### src/rtl/fpadd_pkg.sv
package fpadd_pkg;
  localparam int EXP_W_DEF  = 8;
  localparam int FRAC_W_DEF = 23;

  typedef struct packed {
    logic g;
    logic r;
    logic s;
  } grs_t;
endpackage

### src/rtl/fpadd_align.sv
module fpadd_align
  import fpadd_pkg::*;
#(
  parameter int EXP_W  = EXP_W_DEF,
  parameter int FRAC_W = FRAC_W_DEF,
  localparam int W      = 1 + EXP_W + FRAC_W,
  localparam int MANT_W = FRAC_W + 1
) (
  input  logic [W-1:0]      op_a,
  input  logic [W-1:0]      op_b,
  output logic              sgn,
  output logic [EXP_W-1:0]  exp_big,
  output logic [MANT_W-1:0] mant_big,
  output logic [MANT_W-1:0] mant_small,
  output grs_t              grs
);
  localparam int WIDE_W = 2 * MANT_W + 2;

  logic [EXP_W-1:0]  ea, eb, diff, exp_sm;
  logic [MANT_W-1:0] ma, mb, m_sm;
  logic              a_big;
  logic [WIDE_W-1:0] wide;

  always_comb begin
    ea    = op_a[W-2 -: EXP_W];
    eb    = op_b[W-2 -: EXP_W];
    ma    = {1'b1, op_a[FRAC_W-1:0]};
    mb    = {1'b1, op_b[FRAC_W-1:0]};
    a_big = (ea >= eb);

    sgn      = op_a[W-1];
    exp_big  = a_big ? ea : eb;
    exp_sm   = a_big ? eb : ea;
    mant_big = a_big ? ma : mb;
    m_sm     = a_big ? mb : ma;
    diff     = exp_big - exp_sm;

    wide = {m_sm, {(MANT_W+2){1'b0}}} >> diff;
    if (int'(diff) >= WIDE_W) begin
      mant_small = '0;
      grs        = '{g: 1'b0, r: 1'b0, s: 1'b1};
    end else begin
      mant_small = wide[WIDE_W-1 -: MANT_W];
      grs.g      = wide[MANT_W+1];
      grs.r      = wide[MANT_W];
      grs.s      = |wide[MANT_W-1:0];
    end
  end
endmodule

### src/rtl/fpadd_norm.sv
module fpadd_norm
  import fpadd_pkg::*;
#(
  parameter int EXP_W  = EXP_W_DEF,
  parameter int FRAC_W = FRAC_W_DEF,
  localparam int MANT_W = FRAC_W + 1
) (
  input  logic [EXP_W-1:0]  exp_in,
  input  logic [MANT_W-1:0] mant_big,
  input  logic [MANT_W-1:0] mant_small,
  input  grs_t              grs_in,
  output logic [EXP_W:0]    exp_out,
  output logic [MANT_W-1:0] mant_out,
  output grs_t              grs_out
);
  logic [MANT_W:0] sum;

  always_comb begin
    sum = {1'b0, mant_big} + {1'b0, mant_small};
    if (sum[MANT_W]) begin
      mant_out  = sum[MANT_W:1];
      grs_out.g = sum[0];
      grs_out.r = grs_in.g;
      grs_out.s = grs_in.r | grs_in.s;
      exp_out   = {1'b0, exp_in} + (EXP_W+1)'(1);
    end else begin
      mant_out = sum[MANT_W-1:0];
      grs_out  = grs_in;
      exp_out  = {1'b0, exp_in};
    end
  end
endmodule

### src/rtl/fpadd_round.sv
module fpadd_round
  import fpadd_pkg::*;
#(
  parameter int EXP_W  = EXP_W_DEF,
  parameter int FRAC_W = FRAC_W_DEF,
  localparam int W      = 1 + EXP_W + FRAC_W,
  localparam int MANT_W = FRAC_W + 1
) (
  input  logic              sgn,
  input  logic [EXP_W:0]    exp_in,
  input  logic [MANT_W-1:0] mant_in,
  input  grs_t              grs_in,
  output logic [W-1:0]      word
);
  localparam logic [EXP_W:0] EXP_TOP = {1'b0, {EXP_W{1'b1}}};

  logic            up;
  logic [MANT_W:0] rnd;
  logic [MANT_W-1:0] m2;
  logic [EXP_W:0]  e2;

  always_comb begin
    up  = grs_in.g & (grs_in.r | grs_in.s | mant_in[0]);
    rnd = {1'b0, mant_in} + {{MANT_W{1'b0}}, up};
    if (rnd[MANT_W]) begin
      m2 = rnd[MANT_W:1];
      e2 = exp_in + (EXP_W+1)'(1);
    end else begin
      m2 = rnd[MANT_W-1:0];
      e2 = exp_in;
    end
    if (e2 >= EXP_TOP)
      word = {sgn, {EXP_W{1'b1}}, {FRAC_W{1'b0}}};
    else
      word = {sgn, e2[EXP_W-1:0], m2[FRAC_W-1:0]};
  end
endmodule

### src/rtl/fpadd_top.sv
module fpadd_top
  import fpadd_pkg::*;
#(
  parameter int EXP_W  = EXP_W_DEF,
  parameter int FRAC_W = FRAC_W_DEF,
  localparam int W      = 1 + EXP_W + FRAC_W,
  localparam int MANT_W = FRAC_W + 1
) (
  input  logic         clk,
  input  logic         rst_n,
  input  logic         in_valid,
  output logic         in_ready,
  input  logic [W-1:0] in_a,
  input  logic [W-1:0] in_b,
  output logic         out_valid,
  input  logic         out_ready,
  output logic [W-1:0] out_sum
);
  logic              adv;
  logic              al_sgn;
  logic [EXP_W-1:0]  al_exp;
  logic [MANT_W-1:0] al_big, al_small;
  grs_t              al_grs;

  logic              s1_vld, s1_sgn;
  logic [EXP_W-1:0]  s1_exp;
  logic [MANT_W-1:0] s1_big, s1_small;
  grs_t              s1_grs;

  logic [EXP_W:0]    nm_exp;
  logic [MANT_W-1:0] nm_mant;
  grs_t              nm_grs;
  logic [W-1:0]      rd_word;

  assign adv      = !(out_valid && !out_ready);
  assign in_ready = adv;

  fpadd_align #(.EXP_W(EXP_W), .FRAC_W(FRAC_W)) u_align (
    .op_a(in_a), .op_b(in_b), .sgn(al_sgn), .exp_big(al_exp),
    .mant_big(al_big), .mant_small(al_small), .grs(al_grs)
  );

  always_ff @(posedge clk or negedge rst_n) begin
    if (!rst_n) begin
      s1_vld   <= 1'b0;
      s1_sgn   <= 1'b0;
      s1_exp   <= '0;
      s1_big   <= '0;
      s1_small <= '0;
      s1_grs   <= '0;
    end else if (adv) begin
      s1_vld   <= in_valid;
      s1_sgn   <= al_sgn;
      s1_exp   <= al_exp;
      s1_big   <= al_big;
      s1_small <= al_small;
      s1_grs   <= al_grs;
    end
  end

  fpadd_norm #(.EXP_W(EXP_W), .FRAC_W(FRAC_W)) u_norm (
    .exp_in(s1_exp), .mant_big(s1_big), .mant_small(s1_small), .grs_in(s1_grs),
    .exp_out(nm_exp), .mant_out(nm_mant), .grs_out(nm_grs)
  );

  fpadd_round #(.EXP_W(EXP_W), .FRAC_W(FRAC_W)) u_round (
    .sgn(s1_sgn), .exp_in(nm_exp), .mant_in(nm_mant), .grs_in(nm_grs),
    .word(rd_word)
  );

  always_ff @(posedge clk or negedge rst_n) begin
    if (!rst_n) begin
      out_valid <= 1'b0;
      out_sum   <= '0;
    end else if (adv) begin
      out_valid <= s1_vld;
      out_sum   <= rd_word;
    end
  end
endmodule

### config.mk
export PLATFORM = sky130hd
export DESIGN_NAME = fpadd_top
export DESIGN_NICKNAME = d
export VERILOG_FILES = /design/src/rtl/fpadd_pkg.sv /design/src/rtl/fpadd_align.sv /design/src/rtl/fpadd_norm.sv /design/src/rtl/fpadd_round.sv /design/src/rtl/fpadd_top.sv
export SDC_FILE = /design/constraint.sdc
export NUM_CORES = 1
export LEC_CHECK = 0
export ABC_AREA = 1
export BUFFER_PORTS_ARGS = -buffer_cell sky130_fd_sc_hd__buf_2
export CORE_UTILIZATION = 46
export DETAILED_ROUTE_END_ITERATION = 8
export HOLD_SLACK_MARGIN = 0.1
export PLACE_DENSITY = 0.67
export SETUP_SLACK_MARGIN = 0.4
export SYNTH_ARGS = -nofsm -noshare
export SYNTH_HDL_FRONTEND = slang
export SYNTH_HIERARCHICAL = 1
export SYNTH_SLANG_ARGS = --single-unit
### constraint.sdc
create_clock -name clk -period 3.5 [get_ports clk]
set_input_delay 0.35 -clock clk [delete_from_list [all_inputs] [get_ports clk]]
set_output_delay 0.35 -clock clk [all_outputs]
set_load 0.02 [all_outputs]
Word level (Yosys, flattened, before mapping)
Cells that the tools add are included.
{"block": "op_classes", "n_shift": 1, "n_reduce_logical": 4, "mux": 12, "n_bitwise": 4, "addsub": 5, "magnitude_cmp": 3}
{"cell": "23-bit 2-to-1 mux", "count": 3}
{"cell": "50-bit by 8-bit >> shifter with 50-bit output", "count": 1}
{"cell": "24-bit 2-to-1 mux", "count": 2}
{"cell": "31-bit 2-to-1 mux", "count": 1}
{"cell": "24-bit by 1-bit adder with 25-bit output", "count": 1}
{"cell": "24-bit by 24-bit adder with 25-bit output", "count": 1}
{"cell": "24-bit OR reduction", "count": 1}
{"cell": "9-bit 2-to-1 mux", "count": 2}
{"cell": "8-bit 2-to-1 mux", "count": 2}
{"cell": "8-bit by 1-bit adder with 9-bit output, second input constant", "count": 1}
{"cell": "9-bit by 1-bit adder with 9-bit output, second input constant", "count": 1}
{"cell": "9-bit by 8-bit greater-or-equal comparator with 1-bit output, second input constant", "count": 1}
{"cell": "8-bit by 6-bit greater-or-equal comparator with 1-bit output, second input constant", "count": 1}
{"cell": "8-bit greater-or-equal comparator", "count": 1}
{"cell": "8-bit subtractor", "count": 1}
{"cell": "3-bit 2-to-1 mux", "count": 2}
{"cell": "1-bit OR", "count": 3}
{"cell": "1-bit zero test", "count": 2}
{"cell": "1-bit bitwise AND", "count": 1}
{"cell": "1-bit logical AND", "count": 1}
{"block": "word_totals", "wordCells": 39, "ff_bits": 94, "inputBits": 68, "out_inout_bits": 34}

Depth between registers and ports, before layout
{"block": "logic_depth", "ltp_word": 9, "ltp_mapped": 35, "ltp_nobuf": 33}

Modules after synthesis
The synthesis kept the hierarchy.
{"module": "fpadd_top", "seq_area_each_um2": 2352.3, "instances": 1, "cells_per_inst": 407, "area_each_um2": 3687.3}
{"module": "fpadd_align", "seq_area_each_um2": 0.0, "instances": 1, "cells_per_inst": 679, "area_each_um2": 3214.3}
{"module": "fpadd_norm", "seq_area_each_um2": 0.0, "instances": 1, "cells_per_inst": 493, "area_each_um2": 2374.8}
{"module": "fpadd_round", "seq_area_each_um2": 0.0, "instances": 1, "cells_per_inst": 238, "area_each_um2": 1405.1}

Worst setup path after synthesis
OpenSTA, ideal clock, no wires.
{"block": "synth_timing", "kind": "reg-to-reg", "start": "register s1_big[0]", "end": "register out_sum[7]", "required_ns": 3.383, "slack_ns": -0.172, "path_buffers": 2, "synth_period_minus_slack_ns": 3.672, "t_arrival_ns": 3.555, "setup_time_ns": 0.117, "stages_incl_launch_ff": 28, "path_cell_list": "dfrtp_1 > ha_1 > fa_1 > nand2_1 > nand2_1 > nand3_1 > nand3_2 > nand2_2 > inv_2 > nor2_4 > buf_6 > nand2_1 > nand2_1 > nand2_1 > inv_1 > ha_1 > nand2_1 > nor2_4 > nand3_4 > nor2_8 > nand2_1 > o31ai_1 > inv_4 > nand2_8 > buf_12 > nor2_4 > nand2_1 > nand2_1"}
{"block": "synth_via", "word_cells_on_any_way": 13, "cone_classes": "add/sub (3); order compare (1); mux (6); bitwise (3)"}
{"element": "start: declaration", "line": "fpadd_top.sv:27", "rtl": "logic [MANT_W-1:0] s1_big, s1_small;"}
{"element": "start signal: assignment", "line": "fpadd_top.sv:55", "rtl": "s1_big <= al_big;"}
{"element": "24-bit by 24-bit adder with 25-bit output (*)", "line": "fpadd_norm.sv:19", "rtl": "sum = {1'b0, mant_big} + {1'b0, mant_small};"}
{"element": "24-bit 2-to-1 mux (*)", "line": "fpadd_norm.sv:20", "rtl": "if (sum[MANT_W]) begin"}
{"element": "named net nm_mant[0]", "line": "fpadd_top.sv:31", "rtl": "logic [MANT_W-1:0] nm_mant;"}
{"element": "1-bit OR", "line": "fpadd_round.sv:23", "rtl": "up = grs_in.g & (grs_in.r | grs_in.s | mant_in[0]);"}
{"element": "1-bit bitwise AND", "line": "fpadd_round.sv:23"}
{"element": "24-bit by 1-bit adder with 25-bit output (*)", "line": "fpadd_round.sv:24", "rtl": "rnd = {1'b0, mant_in} + {{MANT_W{1'b0}}, up};"}
{"element": "9-bit 2-to-1 mux", "line": "fpadd_round.sv:25", "rtl": "if (rnd[MANT_W]) begin"}
{"element": "9-bit by 8-bit greater-or-equal comparator with 1-bit output", "line": "fpadd_round.sv:32", "rtl": "if (e2 >= EXP_TOP)"}
{"element": "31-bit 2-to-1 mux (*)", "line": "fpadd_round.sv:32"}
{"element": "named net rd_word[7]", "line": "fpadd_top.sv:33", "rtl": "logic [W-1:0] rd_word;"}
{"element": "end signal: assignment", "line": "fpadd_top.sv:77", "rtl": "out_sum <= rd_word;"}
{"element": "end: declaration", "line": "fpadd_top.sv:17", "rtl": "output logic [W-1:0] out_sum"}
Mark *: on every way through the listed nets, which the timed path passes. The rest lies on a longest branch.
A chain may end at the register's enable or synchronous reset.

==> summary.txt <==
Clocking
  • Maximum buffer depth of the clock tree: 2
  • H-tree depth: 3
  • Clk sinks: 94
  • Worst skew pair latency: 0.37 ns
  • Reg clk slew, reported paths: about 0.090 ns
  • Root buffer cell: clkbuf_16
  • CTS tree: done
  • CTS buffer count: 9

Logic synthesis
  • Mapped Cells: ~1800
  • Ranking of synthesized cells by area: nand2_1 (24%), dfrtp_1 (22%), nand3_1 (14%)
  • Most common cell in the netlist: nand2_1
  • Post-synthesis cell type count: 50
  • Synthesis Warnings: 6
  • Flops & latches, synth: 94
  • Share of flip-flops with an asynchronous set or reset: 100%
  • Top_reg_cell synth: dfrtp_1
  • Area leader, netlist: nand2_1
  • Sequential-to-total area share from yosys stat: between 20% and 30%
  • Mean post-synth cell area: between 5 and 6 sq um
  • Synth Cell Area: between 10000 and 15000 sq um
  • Post-synth EDFFs: 0
  • Top-area cell type share of the netlist area: between 20% and 30%
  • Post-synth top cells: nand2_1 (692), nand3_1 (299), inv_1 (178)
  • Syn_nets: 1922

Place
  • Post-Place Setup Slack: -0.347 ns
  • Port Buffer Count: 100
  • Hpwl dp: around 27000 um
  • GPL Wtd Cong: between 0.9 and 1
  • Placed Instances: 2366

Floorplan
  • Core area: ~23000 sq um
  • Full die area: between 20000 and 25000 sq um
  • I/O Pins: between 100 and 150
  • Die width: 154 um
  • Initial Utilization: roughly 47%
  • Row Count: 55
  • DIE HEIGHT: between 150 and 200 um

Route
  • Antenna viol nets, final: 0
  • Post-Route WL: 37700 um
  • Residual DRC: 0
  • Via count: 13000
  • DRT Pass-1 Iters: 5
  • Via/cell ratio: 5.31
  • Wire per inst: about 15 um
  • First DRT Iteration DRCs: about 1000

Worst setup path
  • FF-to-FF End: out_sum[16]
  • Critical Path RT: between 3 and 4 ns
  • CP max-delay cell: dfrtp_1
  • Crit path capture type: register
  • Critical path arrival: ~4 ns
  • Worst path most repeated cell: nand2_2
  • Startpoint class of the critical path: register
  • FF-to-FF Start: s1_big[0]
  • Critical Setup Path Class: register to register
  • R2r worst-path depth: 28
  • CP max FO: 8
  • R2R setup slack: -0.19 ns
  • Worst Setup EP: out_sum[16]
  • CP startpoint: s1_big[0]
  • CP max stage delay: a little under 0.4 ns

Cells and area
  • Cell Count, Final, Fillers Out: ~2400
  • Number of inserted diodes: 0
  • Share of cells above drive strength 1: 36.5%
  • Fin nets: between 2000 and 2500
  • Area growth from synthesis to layout: 45.8%

Power and ir drop
  • Max VDD drop: 322 uV
  • Power density cells: between 400 and 500 nW/um^2
  • Lkg Pwr: 8.36 nW

STA
  • Slew Viols, Final: 0
  • Setup TNS: -4.34 ns
  • Tcrit/Tclk final: 105%
  • Unrepaired setup endpoints after global routing: yes
  • Worst setup margin: -0.190 ns
  • Max Fclk: 271 MHz
  • Worst clock skew: approximately 0.02 ns
  • Fin. Hold Viols: 0
  • Slew Limit Headroom: a little over half
  • Worst slew pin tran: 0.701 ns
  • Final Setup Violations: 31
  • Tmin final: around 3.7 ns

GRT
  • Initial antenna violation count: 0
  • Grt total ovfl: 0
  • Vias in the first global route: around 12000
  • GRT Total Usage: 31.3%
  • First-pass GRT wire length: around 60000 um
  • Largest net degree at the start of global routing: between 90 and 100

Outcome
  • Failing checks: setup timing
  • Status: finished, violations left

Hold path
  • Worst Hold Launch: in_a[31]
  • Worst hold path class: input pin to register

Flow run
  • Max cap viols: 0
==> cells in the final DEF, fill, tap and decap left out, drive strengths merged, types with 2 or more instances in the layout <==
cell type | synthesis | routed
nand4 | 25 | 25
xnor2 | 10 | 10
a21o | 3 | 3
o21bai | 2 | 2
nand3 | 315 | 316
buf | 61 | 404
xor2 | 26 | 26
clkinv | 1 | 3
or2 | 9 | 9
and2 | 5 | 5
nor3 | 5 | 5
nand3b | 12 | 12
clkbuf | 23 | 9
a21oi | 49 | 49
o211ai | 3 | 3
nand2 | 708 | 708
ha | 36 | 36
inv | 191 | 195
nor2 | 166 | 167
o21ai | 64 | 64
a21boi | 2 | 2
dfrtp | 94 | 94
==> metal layers <==
layer  track usage, %  vias up  share of wire, %  wire length, um
met5                0        -                 0                0
met4             13.6        0               4.4             1650
li1                 -     6456                 -                -
met2             51.8      407                46            17400
met1             41.0     5997                44            16700
met3             3.87       98               5.1             1930
==> cells by family after synthesis <==
kind of cell | share of synthesized area, %
simple gates | 52.6
buf+inv | 11.5
compound gates | 6.31
flops | 22.0
fa+ha+maj | 4.40
xor+xnor | 3.02
mux | 0.0937
other cells | 0.0351
==> critical path: cells and delay by family (launching register included) <==
kind,cells,cell delay [ns]
adders and majority gates,3,0.72
buffers and inverters,3,0.27
DFF,1,0.39
and+or+nand+nor,22,2.19
==> worst min-delay path by stage <==
stage,to,slack [ns],cells past startpoint
floorplan,out_sum[0],0.05,0
global placement,s1_big[9],0.43,1
detailed placement,s1_big[8],0.43,1
CTS,s1_sgn,0.19,3
global route,s1_sgn,0.19,3
finish,s1_sgn,0.18,3
==> area by class of cell <==
cell class | instances | area (sq um)
Multi-Input combinational cell | 1449 | 8540
Timing Repair Buffer | 405 | 3280
Sequential cell | 94 | 2350
Inverter | 192 | 741
Clock inverter | 7 | 75.1
Fill cell | 1954 | 7140
Clock buffer | 9 | 225
Tap cell | 285 | 357
==> per-stage QoR <==
step	utilization, %	instance area, sq um	power [mW]	hold slack (ns)
final	68.6	15600	7.53	0.184
after global routing	68.6	15600	8.07	0.186
after CTS	64.2	14600	7.02	0.186
after detailed placement	57.8	13100	5.55	0.430
after global placement	57.8	13100	5.51	0.428
after floorplan	-	10800	3.98	0.0544
==> report_power, final <==
part	internal, mW	switching, mW	total [mW]	leakage (nW)
clock network	0.506	0.497	1.00	0.144
logic	2.10	2.94	5.04	7.04
registers	1.31	0.171	1.48	1.18
total	3.92	3.61	7.53	8.36
==> state kept, by name, indices dropped and copies added, names as in the netlist <==
name / flops
out_valid: 1
s1_sgn: 1
s1_grs: 3
out_sum: 32
s1_big: 24
s1_small: 24
s1_exp: 8
s1_vld: 1
==> timing repair <==
action | 4_1_cts | 5_1_grt
pin swaps | 114 | 134
endpoints found under the setup margin | 58 | 58
gates resized for setup | 188 | 214
hold buffers | 1 | 0
cloned | 7 | 0
hold endpoints to repair | 49 | 0
setup buffers | 34 | 17
Note: power is estimated with default switching activity, not from simulation.
